## src/rtl/slot_swap_pkg.sv

```systemverilog
package slot_swap_pkg;
  typedef enum logic [3:0] {
    S_IDLE     = 4'd0,
    S_ISOLATE  = 4'd1,
    S_HOLDRST  = 4'd2,
    S_PORTSET  = 4'd3,
    S_LOAD     = 4'd4,
    S_WAIT_IRQ = 4'd5,
    S_ACK      = 4'd6,
    S_VGO      = 4'd7,
    S_VWAIT    = 4'd8,
    S_RELEASE  = 4'd9,
    S_INIT     = 4'd10,
    S_ENABLE   = 4'd11,
    S_FAIL     = 4'd12,
    S_TMO      = 4'd13
  } swap_st_e;
endpackage

```

## src/rtl/swap_budget_timer.sv

```systemverilog
module swap_budget_timer #(
  parameter int unsigned BUDGET_CYC = 5000000
) (
  input  logic clk,
  input  logic rst,
  input  logic load_i,
  input  logic run_i,
  output logic expired_o
);
  localparam int unsigned CNT_W = $clog2(BUDGET_CYC + 1);
  localparam logic [CNT_W-1:0] LOAD_VAL = CNT_W'(BUDGET_CYC);

  logic [CNT_W-1:0] cnt_q;

  always_ff @(posedge clk) begin
    if (rst) begin
      cnt_q <= LOAD_VAL;
    end else if (load_i) begin
      cnt_q <= LOAD_VAL;
    end else if (run_i && cnt_q != '0) begin
      cnt_q <= cnt_q - 1'b1;
    end
  end

  assign expired_o = (cnt_q == '0);
endmodule

```

## src/rtl/swap_step_fsm.sv

```systemverilog
module swap_step_fsm
  import slot_swap_pkg::*;
(
  input  logic     clk,
  input  logic     rst,
  input  logic     start_i,
  input  logic     verify_en_i,
  input  logic     strm_irq_i,
  input  logic     vrfy_done_i,
  input  logic     vrfy_ok_i,
  input  logic     eng_ready_i,
  input  logic     expired_i,
  output swap_st_e state_q,
  output swap_st_e state_d,
  output logic     accept_o
);
  logic ven_q;

  assign accept_o = (state_q == S_IDLE) && start_i;

  always_comb begin
    state_d = state_q;
    unique case (state_q)
      S_IDLE:     if (start_i) state_d = S_ISOLATE;
      S_ISOLATE:  state_d = S_HOLDRST;
      S_HOLDRST:  state_d = S_PORTSET;
      S_PORTSET:  state_d = S_LOAD;
      S_LOAD:     state_d = S_WAIT_IRQ;
      S_WAIT_IRQ: begin
        if (strm_irq_i)     state_d = S_ACK;
        else if (expired_i) state_d = S_TMO;
      end
      S_ACK:      state_d = ven_q ? S_VGO : S_RELEASE;
      S_VGO:      state_d = S_VWAIT;
      S_VWAIT: begin
        if (vrfy_done_i)    state_d = vrfy_ok_i ? S_RELEASE : S_FAIL;
        else if (expired_i) state_d = S_TMO;
      end
      S_RELEASE:  state_d = S_INIT;
      S_INIT:     if (eng_ready_i) state_d = S_ENABLE;
      S_ENABLE:   state_d = S_IDLE;
      S_FAIL:     state_d = S_IDLE;
      S_TMO:      state_d = S_IDLE;
      default:    state_d = S_IDLE;
    endcase
  end

  always_ff @(posedge clk) begin
    if (rst) begin
      state_q <= S_IDLE;
      ven_q   <= 1'b0;
    end else begin
      state_q <= state_d;
      if (accept_o) ven_q <= verify_en_i;
    end
  end
endmodule

```

## src/rtl/swap_out_reg.sv

```systemverilog
module swap_out_reg
  import slot_swap_pkg::*;
(
  input  logic     clk,
  input  logic     rst,
  input  swap_st_e state_q,
  input  swap_st_e state_d,
  output logic     macro_en_o,
  output logic     eng_rst_o,
  output logic     cport_cfg_o,
  output logic     strm_go_o,
  output logic     irq_ack_o,
  output logic     vrfy_go_o,
  output logic     init_req_o,
  output logic     busy_o,
  output logic     done_o,
  output logic     fail_o,
  output logic     err_o
);
  logic live_q, live_d;
  logic fail_d, err_d;
  logic run_phase;

  always_comb begin
    live_d = live_q;
    if (state_q == S_ENABLE)      live_d = 1'b1;
    else if (state_d == S_HOLDRST) live_d = 1'b0;

    fail_d = fail_o;
    err_d  = err_o;
    if (state_q == S_IDLE && state_d == S_ISOLATE) begin
      fail_d = 1'b0;
      err_d  = 1'b0;
    end
    if (state_d == S_FAIL) fail_d = 1'b1;
    if (state_d == S_TMO)  err_d  = 1'b1;

    run_phase = (state_d == S_RELEASE) || (state_d == S_INIT) ||
                (state_d == S_ENABLE) ||
                (((state_d == S_IDLE) || (state_d == S_ISOLATE)) && live_d);
  end

  always_ff @(posedge clk) begin
    if (rst) begin
      live_q      <= 1'b0;
      macro_en_o  <= 1'b0;
      eng_rst_o   <= 1'b1;
      cport_cfg_o <= 1'b0;
      strm_go_o   <= 1'b0;
      irq_ack_o   <= 1'b0;
      vrfy_go_o   <= 1'b0;
      init_req_o  <= 1'b0;
      busy_o      <= 1'b0;
      done_o      <= 1'b0;
      fail_o      <= 1'b0;
      err_o       <= 1'b0;
    end else begin
      live_q      <= live_d;
      macro_en_o  <= (state_d == S_ENABLE) || ((state_d == S_IDLE) && live_d);
      eng_rst_o   <= !run_phase;
      cport_cfg_o <= (state_d == S_PORTSET);
      strm_go_o   <= (state_d == S_LOAD);
      irq_ack_o   <= (state_d == S_ACK);
      vrfy_go_o   <= (state_d == S_VGO);
      init_req_o  <= (state_d == S_INIT);
      busy_o      <= (state_d != S_IDLE);
      done_o      <= (state_d == S_ENABLE);
      fail_o      <= fail_d;
      err_o       <= err_d;
    end
  end
endmodule

```

## src/rtl/slot_swap_seq.sv

```systemverilog
module slot_swap_seq
  import slot_swap_pkg::*;
#(
  parameter int unsigned BUDGET_CYC = 5000000
) (
  input  logic clk,
  input  logic rst,
  input  logic start_i,
  input  logic verify_en_i,
  input  logic strm_irq_i,
  input  logic vrfy_done_i,
  input  logic vrfy_ok_i,
  input  logic eng_ready_i,
  output logic macro_en_o,
  output logic eng_rst_o,
  output logic cport_cfg_o,
  output logic strm_go_o,
  output logic irq_ack_o,
  output logic vrfy_go_o,
  output logic init_req_o,
  output logic busy_o,
  output logic done_o,
  output logic fail_o,
  output logic err_o
);
  swap_st_e state_q, state_d;
  logic     accept, expired;

  swap_step_fsm u_fsm (
    .clk         (clk),
    .rst         (rst),
    .start_i     (start_i),
    .verify_en_i (verify_en_i),
    .strm_irq_i  (strm_irq_i),
    .vrfy_done_i (vrfy_done_i),
    .vrfy_ok_i   (vrfy_ok_i),
    .eng_ready_i (eng_ready_i),
    .expired_i   (expired),
    .state_q     (state_q),
    .state_d     (state_d),
    .accept_o    (accept)
  );

  swap_budget_timer #(.BUDGET_CYC(BUDGET_CYC)) u_timer (
    .clk       (clk),
    .rst       (rst),
    .load_i    (accept),
    .run_i     (state_q != S_IDLE),
    .expired_o (expired)
  );

  swap_out_reg u_out (
    .clk         (clk),
    .rst         (rst),
    .state_q     (state_q),
    .state_d     (state_d),
    .macro_en_o  (macro_en_o),
    .eng_rst_o   (eng_rst_o),
    .cport_cfg_o (cport_cfg_o),
    .strm_go_o   (strm_go_o),
    .irq_ack_o   (irq_ack_o),
    .vrfy_go_o   (vrfy_go_o),
    .init_req_o  (init_req_o),
    .busy_o      (busy_o),
    .done_o      (done_o),
    .fail_o      (fail_o),
    .err_o       (err_o)
  );
endmodule

```

## config.mk

```make
export PLATFORM = sky130hd
export DESIGN_NAME = slot_swap_seq
export DESIGN_NICKNAME = d
export VERILOG_FILES = /design/src/rtl/slot_swap_pkg.sv /design/src/rtl/swap_budget_timer.sv /design/src/rtl/swap_step_fsm.sv /design/src/rtl/swap_out_reg.sv /design/src/rtl/slot_swap_seq.sv
export SDC_FILE = /design/constraint.sdc
export NUM_CORES = 1
export LEC_CHECK = 0
export BUFFER_PORTS_ARGS = -buffer_cell sky130_fd_sc_hd__buf_2
export CAP_MARGIN = 20
export CORE_ASPECT_RATIO = 0.75
export CORE_UTILIZATION = 50
export CTS_BUF_LIST = sky130_fd_sc_hd__clkbuf_4 sky130_fd_sc_hd__clkbuf_8
export CTS_CLUSTER_SIZE = 20
export DETAILED_ROUTE_END_ITERATION = 8
export PLACE_DENSITY = 0.78
export RECOVER_POWER = 100
export SYNTH_ARGS = -nofsm -noshare
export SYNTH_HDL_FRONTEND = slang
export SYNTH_SLANG_ARGS = --single-unit
```

## constraint.sdc

```tcl
create_clock -name clk -period 2.1 [get_ports clk]
set_clock_uncertainty 0.15 [all_clocks]
set_input_delay 0.42 -clock clk [delete_from_list [all_inputs] [get_ports clk]]
set_output_delay 0.42 -clock clk [all_outputs]
set_load 0.02 [all_outputs]
```

Word level (Yosys, flattened, before mapping)

Cells that the tools add are included.

ROM bits: 0
Bits in latches: 0
Word-level logic and storage cells: 71
RAM bits: 0
Memories kept: 0
Flip-flop bits (word level): 40

Multiply operators: 0
Add/sub/neg operators: 1
Magnitude comparators: 0
Reduce and logical (&&, ||, !) cells: 20
Mux-type cells: 13
Divide/modulo/power cells: 0
Bitwise operators: 0
Shift operators: 0
Eq/ne operators: 22

Operator list:

| operator                                                               | count |
|---|---|
| 4-bit one-hot mux with 11 select lines                                 | 1 |
| 4-bit equality test (second input constant)                            | 9 |
| 4-bit by 3-bit equality test with 1-bit output (second input constant) | 7 |
| 4-bit 2-to-1 mux                                                       | 6 |
| 23-bit zero test                                                       | 1 |
| 23-bit nonzero test                                                    | 1 |
| 23-bit by 1-bit subtractor with 23-bit output (second input constant)  | 1 |
| 4-bit by 2-bit equality test with 1-bit output (second input constant) | 4 |
| 4-bit by 1-bit equality test with 1-bit output (second input constant) | 2 |
| 4-bit zero test                                                        | 2 |
| 4-bit nonzero test                                                     | 2 |
| 1-bit logical AND                                                      | 5 |
| 1-bit logical OR                                                       | 5 |
| 1-bit 2-to-1 mux                                                       | 5 |
| 2-bit nonzero test                                                     | 2 |
| 3-bit 2-to-1 mux                                                       | 1 |
| 2-bit OR reduction                                                     | 1 |
| 1-bit zero test                                                        | 1 |

Longest topological paths before layout

Gate-level depths: netlist of the first run.

Depth after elaboration: 10
Depth in mapped cells: 8
Mapped depth without buffers: 7

Modules after synthesis

A second synthesis of the first run with hierarchy kept.

Cells, all modules: 247
Area, all modules: 2114.5 sq um

Modules (own cells, without submodules):

| module            | times used | area each (sq um) | cells each |
|---|---|---|---|
| swap_budget_timer | 1          | 1280.0            | 153 |
| swap_out_reg      | 1          | 431.7             | 46 |
| swap_step_fsm     | 1          | 395.4             | 47 |
| slot_swap_seq     | 1          | 7.5               | 1 |

Worst setup path before layout of the first run

Ideal clock, no wire load.

Path kind: reg-to-reg
From: reg u_timer.cnt_q[0]
To: reg u_out.macro_en_o
Buffers on the path: 1
Stages on the path, launching flop included: 9
Path slack: -103 ps
Data arrival time: 1984 ps
Clock period less this slack: 2203 ps
Setup time: 69 ps
Cells stage by stage: dfxtp_1 inv_1 ha_1 or3b_2 nor4_4 buf_4 a31oi_2 or3_4 o21ai_1

Word-level cells in the longest chain between the ends: 9
Elaborated cells on any way between the ends: 12
Classes of those cells: 2 x eq/ne; 6 x mux; 4 x reduce/logical

RTL lines:

| element                                        | line                                     | source |
|---|---|---|
| start: declaration                             | swap_budget_timer.sv:13                  | `logic [CNT_W-1:0] cnt_q;` |
| start signal: assignment                       | swap_budget_timer.sv:21                  | `cnt_q <= cnt_q - 1'b1;` |
| 23-bit zero test *                             | swap_budget_timer.sv:25                  | `assign expired_o = (cnt_q == '0);` |
| 4-bit 2-to-1 mux *                             | swap_step_fsm.sv:31, swap_step_fsm.sv:37 |  |
| 4-bit 2-to-1 mux, on equally long branches     | swap_step_fsm.sv:36, swap_step_fsm.sv:30 |  |
| 4-bit one-hot mux with 11 select lines *       | swap_step_fsm.sv:23                      | `unique case (state_q)` |
| 4-bit by 2-bit equality test with 1-bit output | swap_out_reg.sv:27                       | `else if (state_d == S_HOLDRST) live_d = 1'b0;` |
| 1-bit 2-to-1 mux                               | swap_out_reg.sv:27                       |  |
| 1-bit 2-to-1 mux                               | swap_out_reg.sv:26                       | `if (state_q == S_ENABLE) live_d = 1'b1;` |
| 1-bit logical AND                              | swap_out_reg.sv:59                       | `macro_en_o <= (state_d == S_ENABLE) \|\| ((state_d == S_IDLE) && live_d);` |
| 1-bit logical OR *                             | swap_out_reg.sv:59                       |  |
| end signal: assignment                         | swap_out_reg.sv:59                       |  |
| end: declaration                               | swap_out_reg.sv:8                        | `output logic macro_en_o,` |

Mark *: on every way between the ends. The rest lies on a longest branch, timed or not.
A chain may end at the register's enable or synchronous reset.

Worst setup path in the final report of the first run

From: reg u_timer.cnt_q[0]
To: reg u_timer.cnt_q[21]

Word-level cells in the longest chain between the ends: 2
Elaborated cells on any way between the ends: 3
Classes of those cells: 1 x add/sub; 2 x reduce/logical

RTL lines:

| element |
|---|
| parallel branches: the longest is 2 deep, another holds 23-bit by 1-bit subtractor with 23-bit output |

Parallel ways; which one is timed is not known.

==> results of run 1 <==
==> area by class of cell <==
| type | count | share of cell area |
|---|---|---|
| Clock buffer | 8 | 0.0343 |
| Inverter | 10 | 0.0132 |
| Multi-Input combinational cell | 172 | 0.459 |
| Sequential cell | 40 | 0.283 |
| Tap cell | 52 | 0.0228 |
| Timing Repair Buffer | 76 | 0.188 |
==> power breakdown <==
part           internal [uW]  leakage (uW)  switching (uW)  total [uW]
registers                797      0.000325            33.1         830
clock network            294     0.0000523             270         564
logic                    259      0.000710             329         587
==> worst register-to-register path: cells and delay by family (launching register included) <==
family / cells / cell delay [ps]
AO/OA/AOI/OAI: 2 / 460
buffers and inverters: 2 / 190
adder cells (fa/ha/maj): 1 / 150
flip-flops: 1 / 330
AND/OR/NAND/NOR: 3 / 850
==> through the flow <==
stage | setup WS [ps] | cells | TNS (ps)
2_1_floorplan | -80.2 | 234 | -224
3_3_place_gp | -112 | 344 | -1570
3_5_place_dp | -189 | 344 | -3000
4_1_cts | -133 | 357 | -1450
5_1_grt | -139 | 358 | -1790
6_report | -94.5 | 358 | -757
==> layer usage <==
layer,up-vias,track usage
met1,996,0.425
met5,-,0
met2,74,0.408
met4,0,0.0997
met3,13,0.0503
li1,1021,-
==> path summary, 6_finish.rpt <==
check                                               startpoint                             end  slack (ps)
worst max-delay path             u_timer.cnt_q[0]$_SDFFE_PP0P_  u_timer.cnt_q[21]$_SDFFE_PP0P_         -90
worst min-delay path                               verify_en_i        u_fsm.ven_q$_SDFFE_PP0P_         240
worst max register to register   u_timer.cnt_q[0]$_SDFFE_PP0P_  u_timer.cnt_q[21]$_SDFFE_PP0P_         -90
worst min register to register  u_timer.cnt_q[12]$_SDFFE_PP0P_  u_timer.cnt_q[12]$_SDFFE_PP0P_         380
==> cells by family after synthesis <==
logic type               after synthesis  share of synthesized area
AND/OR/NAND/NOR                       96                      0.297
AO/OA/AOI/OAI                         67                      0.216
flip-flops                            40                      0.401
buffers and inverters                 22                     0.0439
XOR/XNOR                               7                     0.0307
multiplexers                           1                    0.00501
adder cells (fa/ha/maj)                1                    0.00626
==> repair_timing <==
action,CTS,global route
endpoints found under the setup margin,31,31
pin swaps,7,7
buffers inserted,5,1
gates resized for setup,18,33
==> synth_stat cells, drive strengths merged (3+ instances only) <==
cell type  instances  area, um^2
nand3              4        20.0
and3               3        18.8
a31oi              5        37.5
dfxtp             40         801
nor2              23        86.3
or3                3        23.8
inv               10        37.5
nand2             12        45.0
xnor2              5        43.8
o211ai             3        22.5
nor3               5        25.0
a211oi             5        37.5
or4                7        63.8
nor4               8        80.1
clkbuf            10        37.5
and4               5        43.8
a21oi             20         100
nand4              3        18.8
nand2b             7        43.8
o21ai             16        80.1
nand4b             5        43.8
==> impl_metrics.tcl, run 1 <==
set metrics [dict create \
    period_needed_ps 2190 \
    async_flop_share 0 \
    ys_seq_area_frac 0.401 \
    initial_core_util 0.535 \
    cp_num_cells 8 \
    route.detailed.drc 0 \
    setup_viol 17 \
    clockRootBuffer "clkbuf_8" \
    insertion_delay_ps 300 \
    finalPower_uw 1980 \
    power.leakage_uw 0.00109 \
    detailed_place.area_um2 2500 \
    grt_pass1_vias 1919 \
    ys_types 50 \
    fin_nets 314 \
    drtIter0Drc 140 \
    powerDensity_nw_per_um2 696 \
    path_max_fanout 6 \
    top_layer_used "met4" \
    largestRegisters "u_timer.cnt_q: 23 flops, u_fsm.state_q: 4 flops" \
    hold_ws_ps 240 \
    max_freq_mhz 456 \
    slew_viol_final 0 \
    synth-edff-count 0 \
    dr.pass1.iters 4 \
    path_cells "inv_2 -> ha_4 -> or3b_4 -> nor4_4 -> buf_6 -> a211o_4 -> or4_4 -> a21oi_2" \
    fin_util 0.763 \
    cts_max_path_buffers 2 \
    hpwlAfterDp_mm 3.96 \
    io_buffers 18 \
    vias_per_cell 5.88 \
    ys_seq_elements 40 \
    worstPathArrival_ps 2280 \
    status "complete, but fails checks" \
    die_w_um 75.0 \
    rr_worst_depth 8 \
    place.gp.congestion 0.832 \
    wl_met3_um 375 \
    final_area_um2 2850 \
    max-vdd-ir-drop_v 0.000627 \
    dr_wl_met2_mm 2.88 \
    dieArea_um2 4250 \
    cts_tree "done" \
    h-tree-depth 2 \
    final.period_utilization 1.04 \
    core_area_um2 3730 \
    ant_nets 0 \
    n_antenna_cell 0 \
    io_pins 19 \
    final_cell_mix "48 x buf_4, 35 x dfxtp_1, 22 x nor2_1" \
    violations "setup timing" \
    routed_wirelength_mm 6.16 \
    wl_met1_mm 2.80 \
    syn-num-nets 243 \
    cts_buffers 5 \
    cp_slowest_cell "or4_4" \
    top_register "u_timer.cnt_q" \
    die_y_um 56.7 \
    slew_headroom 0.665 \
    worst_pin_slew_ps 501 \
    worstPathRequired_ps 2190 \
    numClockSinks 40 \
    avgSynthCellArea_um2 8.53 \
    area_growth_pct 42.6 \
    cpPeakStageDelay_ps 540 \
    grt-ovfl-total 0 \
    worstSetupEndpointType "flip-flop" \
    setup_slack_ps -94.5 \
    critPathLaunchType "flip-flop" \
    hp-class "in2reg" \
    maxCapViolCount 0 \
    min_path_cells 3 \
    netlist_instances 234 \
    grt_first_pass_wirelength_mm 9.13 \
    area.sequential_um2 807 \
    ys_warn_count 0 \
    synth_area_um2 2000 \
    antenna_found_initial 0 \
    vias 2104 \
    clk_pin_slew_ps 80 \
    largest_reg_flops 23 \
    grt_use_total 0.286 \
    cp_num_buf_inv 2 \
    n_fill_cell 261 \
    ctsHoldBuffers 0 \
    finalHoldViolCount 0 \
    crit_family "simple AND/OR/NAND/NOR gates" \
    rows 19 \
    drive_gt1_frac 0.376 \
    rsz0062_at_grt "yes" \
    multi_input_area_um2 1310 \
    wl_per_cell_um 17.2 \
    setup.worst_path.class "reg2reg" \
    grt_start_max_net_pins 14 \
    synth_flop_cell "dfxtp_1" \
    final_common_cell "buf_4" \
]
(Power assumes the default switching activity.)
==> run 2: changes to the inputs <==
--- a/config.mk
+++ b/config.mk
@@ -16,4 +16,5 @@
 export RECOVER_POWER = 100
 export SYNTH_ARGS = -nofsm -noshare
 export SYNTH_HDL_FRONTEND = slang
+export SYNTH_HIERARCHICAL = 1
 export SYNTH_SLANG_ARGS = --single-unit
==> impl_metrics.tcl, run 2 <==
set metrics [dict create \
    synth-edff-count 0 \
    fin_nets 341 \
    largestRegisters "u_timer/cnt_q: 23 flops, u_fsm/state_q: 4 flops" \
    rr_worst_depth 8 \
    cts_max_path_buffers 2 \
    die_y_um 58.3 \
    largest_reg_flops 23 \
    final_cell_mix "60 x buf_4, 34 x dfxtp_1, 20 x a21oi_1" \
    drtIter0Drc 207 \
    io_pins 19 \
    routed_wirelength_mm 6.38 \
    cpPeakStageDelay_ps 530 \
    antenna_found_initial 0 \
    top_register "u_timer/cnt_q" \
    synth_flop_cell "dfxtp_1" \
    worstPathRequired_ps 2150 \
    p_int_uw 2060 \
    period_needed_ps 2550 \
    ys_warn_count 6 \
    path_max_fanout 3 \
    area_growth_pct 46.7 \
    place.gp.congestion 0.865 \
    h-tree-depth 2 \
    dieArea_um2 4500 \
    synth_common_cells "40 x dfxtp_1, 21 x nand2_1, 20 x a21oi_1, 20 x nor2_1, 13 x or3_1" \
    netlist_instances 247 \
    n_antenna_cell 0 \
    synth_area_um2 2110 \
    ys_seq_area_frac 0.379 \
    clockRootBuffer "clkbuf_8" \
    instances_no_fill 387 \
    powerDensity_nw_per_um2 1070 \
    maxCapViolCount 0 \
    path_cells "or4_4 -> or3_4 -> nor2_4 -> o311ai_2 -> nand3_1 -> or4b_4 -> o21ai_2 -> a21oi_1" \
    busiest_layer "met2" \
    cp_slowest_cell "or4_4" \
    io_buffers 18 \
    cts_tree "done" \
    grt-ovfl-total 0 \
    p_sw_uw 1280 \
    cp_num_buf_inv 0 \
    finalHoldViolCount 0 \
    cp_num_cells 8 \
    finalPower_uw 3330 \
    switching_share 0.383 \
    power.leakage_uw 0.00115 \
    netlist.area_leader.share 0.379 \
    vias_per_cell 5.93 \
    power_frac_seq 0.280 \
    ys_seq_elements 40 \
    grt_use_total 0.267 \
    rsz0062_at_grt "yes" \
    ant_nets 0 \
    core_area_um2 4050 \
    slew_viol_final 0 \
    setup_viol 24 \
    vias 2295 \
    slew_headroom 0.687 \
    setup_slack_ps -449 \
    drive_gt1_frac 0.407 \
    hpwlAfterDp_mm 3.90 \
    setup.worst_path.class "reg2reg" \
    max-vdd-ir-drop_v 0.000943 \
    crit_family "simple AND/OR/NAND/NOR gates" \
    grt_start_max_net_pins 19 \
    hold_ws_ps 223 \
    syn-num-nets 257 \
    use_met2 0.415 \
    avgSynthCellArea_um2 8.56 \
    max_freq_mhz 392 \
    p_comb_frac 0.519 \
    place_inst 368 \
    violations "setup timing" \
    hp-class "in2reg" \
    yosysTopAreaCell "dfxtp_1" \
    insertion_delay_ps 300 \
    gr-usage-met1 0.375 \
    synth_area_leaders "dfxtp_1 38%, a21oi_1 4.7%, mux2i_1 4.7%, or3_1 3.8%, nand2_1 3.7%" \
    die_w_um 77.1 \
    ys_types 52 \
    grt_first_pass_wirelength_mm 9.25 \
    dr.pass1.iters 5 \
    status "complete, but fails checks" \
    clk_pin_slew_ps 90 \
    worstPathArrival_ps 2600 \
    route.detailed.drc 0 \
    initial_core_util 0.522 \
    critPathLaunchType "flip-flop" \
    worst_pin_slew_ps 463 \
    async_flop_share 0 \
    worstSetupEndpointType "flip-flop" \
    min_path_cells 3 \
    clkPwrFrac 0.201 \
    yosysMostFrequentCell "dfxtp_1" \
    wl_per_cell_um 16.5 \
    final.period_utilization 1.21 \
    rows 20 \
    final_common_cell "buf_4" \
    grtUsageMet3 0.0481 \
    cts_buffers 5 \
    grt_pass1_vias 1940 \
    numClockSinks 40 \
]
[run 2: tightest hold or removal path, stage by stage]
cell     delay (ps)
buf_2           100
nand4_1          60
a21oi_1          50
[run 2: metal layers]
metal  routed length, um  part of all wire
met1                2830              0.44
met4                 138             0.022
met5                   0                 0
met3                 447             0.070
met2                2970              0.47
[run 2: layout make-up]
cell class,count,area (um^2)
multi-input cells,193,1460
fillers,284,951
well taps,55,68.8
flip-flops and latches,40,808
clock inverters,3,46.3
repair buffers,87,637
clock buffers,5,68.8
inverters,4,15.0
[run 2: cell families (layout without fill, tap and decap cells)]
kind of cell,after synthesis,in the layout,synth area share
compound gates,54,54,0.164
fa+ha+maj,2,2,0.0118
xor+xnor,1,1,0.00414
buf+inv,15,99,0.0432
simple gates,125,126,0.351
flops,40,40,0.379
mux,10,10,0.0473
[run 2: worst paths after layout]
check                                start  slack, ps                       end
max reg2reg  u_timer/cnt_q[8]$_SDFFE_PP1P_       -450  u_out/err_o$_SDFFE_PP0P_
min                            verify_en_i        220  u_fsm/ven_q$_SDFFE_PP0P_
min reg2reg        u_out/live_q$_SDFF_PP0_        320   u_out/live_q$_SDFF_PP0_
max          u_timer/cnt_q[8]$_SDFFE_PP1P_       -450  u_out/err_o$_SDFFE_PP0P_
[run 2: through the flow]
step	instance area [um^2]	TNS (ps)	util	setup slack, ps
after floorplan	2150	-2190	-	-399
after global routing	3100	-8320	0.765	-526
after CTS	2940	-4990	0.725	-432
after detailed placement	2680	-4030	0.660	-428
final	3100	-6550	0.765	-449
after global placement	2680	-3120	0.660	-349
[run 2: power by group through the flow]
stage | clock network [uW] | registers (uW) | logic (uW)
2_1_floorplan | 0 | 1000 | 793
3_3_place_gp | 0 | 933 | 1430
3_5_place_dp | 0 | 944 | 1460
4_1_cts | 674 | 926 | 1510
5_1_grt | 708 | 943 | 1830
6_report | 669 | 934 | 1730
[run 2: timing repair]
item	in CTS	in global routing
buffers inserted	3	7
endpoints found under the setup margin	21	35
gates resized for setup	21	33
cloned	1	0
pin swaps	4	13
hold buffers	0	0
==> run 3: changes to the inputs <==
--- a/config.mk
+++ b/config.mk
@@ -7,13 +7,17 @@
 export LEC_CHECK = 0
 export BUFFER_PORTS_ARGS = -buffer_cell sky130_fd_sc_hd__buf_2
 export CAP_MARGIN = 20
+export CELL_PAD_IN_SITES_DETAIL_PLACEMENT = 0
+export CELL_PAD_IN_SITES_GLOBAL_PLACEMENT = 1
 export CORE_ASPECT_RATIO = 0.75
-export CORE_UTILIZATION = 50
+export CORE_MARGIN = 5
+export CORE_UTILIZATION = 42
 export CTS_BUF_LIST = sky130_fd_sc_hd__clkbuf_4 sky130_fd_sc_hd__clkbuf_8
 export CTS_CLUSTER_SIZE = 20
 export DETAILED_ROUTE_END_ITERATION = 8
-export PLACE_DENSITY = 0.78
+export PLACE_DENSITY = 0.84
 export RECOVER_POWER = 100
+export SETUP_SLACK_MARGIN = 0.4
 export SYNTH_ARGS = -nofsm -noshare
 export SYNTH_HDL_FRONTEND = slang
 export SYNTH_HIERARCHICAL = 1
==> impl_metrics.tcl, run 3 (synthesis results as in run 2) <==
set metrics [dict create \
    r2r-end "u_out/fail_o$_SDFFE_PP0P_" \
    rows 22 \
    hold_ws_ps 203 \
    numClockSinks 40 \
    routed_wirelength_mm 7.32 \
    n_fill_cell 342 \
    path_max_fanout 3 \
    p_sw_uw 1400 \
    hpwlAfterDp_mm 4.15 \
    route.detailed.drc 0 \
    hold-path-endpoint "u_fsm/ven_q$_SDFFE_PP0P_" \
    final.period_utilization 1.24 \
    setup.worst_path.class "reg2reg" \
    vias_per_cell 5.74 \
    power.leakage_uw 0.00137 \
    setup_slack_ps -504 \
    cp_slowest_cell "or4_4" \
    worstSetupEndpointType "flip-flop" \
    io_buffers 18 \
    wl_per_cell_um 17.4 \
    worstPathRequired_ps 2160 \
    period_needed_ps 2600 \
    drive_gt1_frac 0.510 \
    r2r_setup_slack_ps -500 \
    grt_first_pass_wirelength_mm 10.5 \
    place.gp.congestion 0.820 \
    insertion_delay_ps 310 \
    max-vdd-ir-drop_v 0.000794 \
    setup_viol 29 \
    h-tree-depth 2 \
    grt_pass1_vias 2187 \
    dieArea_um2 6570 \
    core_area_um2 4870 \
    die_y_um 71.5 \
    clkPwrFrac 0.191 \
    io_pins 19 \
    vias 2416 \
    crit_family "simple AND/OR/NAND/NOR gates" \
    cp_num_buf_inv 0 \
    n_antenna_cell 0 \
    grt_use_total 0.200 \
    clockRootBuffer "clkbuf_8" \
    max_freq_mhz 384 \
    cts_tree "done" \
    p_comb_frac 0.542 \
    initial_core_util 0.434 \
    dr.pass1.iters 4 \
    tns_ps -7660 \
    grt-ovfl-total 0 \
    ant_nets 0 \
    fin_nets 370 \
    antenna_found_initial 0 \
    grt_start_max_net_pins 17 \
    area_growth_pct 69.1 \
    worst_pin_slew_ps 384 \
    top_register "u_timer/cnt_q" \
    clk_pin_slew_ps 90 \
    finalHoldViolCount 0 \
    slew_viol_final 0 \
    powerDensity_nw_per_um2 1010 \
    cts_buffers 5 \
    status "complete, but fails checks" \
    worstPathArrival_ps 2660 \
    min_path_cells 3 \
    drtIter0Drc 112 \
    violations "setup timing" \
    rr_worst_depth 8 \
    hp-class "in2reg" \
    maxCapViolCount 0 \
    p_int_uw 2200 \
    critPathLaunchType "flip-flop" \
    cts_max_path_buffers 2 \
    power_frac_seq 0.268 \
    rsz0062_at_grt "yes" \
    largestRegisters "u_timer/cnt_q: 23 flops, u_fsm/state_q: 4 flops" \
    cpPeakStageDelay_ps 540 \
    path_cells "or4_4 -> or3_4 -> nor2_4 -> o311ai_2 -> nand3_1 -> or4b_4 -> o21ai_1 -> a21oi_1" \
    hp-start "verify_en_i" \
    final_common_cell "buf_4" \
    final_cell_mix "72 x buf_4, 31 x dfxtp_1, 19 x nand2_1, 19 x buf_6" \
    worstReg2RegStart "u_timer/cnt_q[8]$_SDFFE_PP1P_" \
    ctsHoldBuffers 0 \
    switching_share 0.389 \
    die_w_um 91.9 \
    slew_headroom 0.741 \
    largest_reg_flops 23 \
]
## run 3: stage by stage
stage,area [um^2],std cells,util,total power (uW),setup WS (ps)
after global routing,3580,421,0.734,3780,-563
after CTS,3250,396,0.667,3400,-404
after detailed placement,2850,373,0.584,2450,-399
after global placement,2850,373,0.584,2410,-359
after floorplan,2320,247,-,1880,-399
final,3580,421,0.734,3600,-504
## run 3: layout make-up
type,instances,area (um^2),area share
clock buffers,5,68.8,0.0192
clock inverters,3,45.0,0.0126
inverters,4,17.5,0.00490
multi-input cells,193,1590,0.445
flip-flops and latches,40,825,0.231
well taps,60,75.1,0.0210
repair buffers,116,953,0.267
## run 3: worst max path at each step
| stage | from | cells past startpoint | slack [ps] | to |
|---|---|---|---|---|
| after floorplan | u_timer/cnt_q[8]$_SDFFE_PP1P_ | 8 | -400 | u_out/err_o$_SDFFE_PP0P_ |
| after CTS | u_timer/cnt_q[8]$_SDFFE_PP1P_ | 8 | -400 | u_out/err_o$_SDFFE_PP0P_ |
| after global routing | u_timer/cnt_q[0]$_SDFFE_PP0P_ | 11 | -560 | u_out/err_o$_SDFFE_PP0P_ |
| final | u_timer/cnt_q[8]$_SDFFE_PP1P_ | 8 | -500 | u_out/fail_o$_SDFFE_PP0P_ |
| after detailed placement | u_timer/cnt_q[8]$_SDFFE_PP1P_ | 8 | -400 | u_out/err_o$_SDFFE_PP0P_ |
| after global placement | u_timer/cnt_q[8]$_SDFFE_PP1P_ | 8 | -360 | u_out/err_o$_SDFFE_PP0P_ |
## run 3: worst min-delay path, cell delays in order
cell and delay (ps):
buf_2 100, nand4_1 50, a21oi_1 50
## run 3: power by group through the flow
stage,clock network [uW],logic [uW],registers [uW]
finish,686,1950,964
CTS,689,1750,960
global route,730,2070,980
detailed placement,0,1450,998
floorplan,0,858,1020
global placement,0,1420,992
## run 3: repair_timing
action / 4_1_cts / 5_1_grt
pin swaps: 7 / 19
gates cloned: 1 / 3
buffers inserted: 14 / 22
gates resized for setup: 41 / 41
endpoints found under the setup margin: 38 / 38
## run 3: metal layers
layer	GRT usage	part of all wire	vias to the layer above	routed length, um
met5	0	0	-	0
met4	0.0610	0.015	0	108
met3	0.0441	0.049	11	361
met2	0.316	0.47	56	3430
met1	0.274	0.47	1181	3420
li1	-	-	1168	-
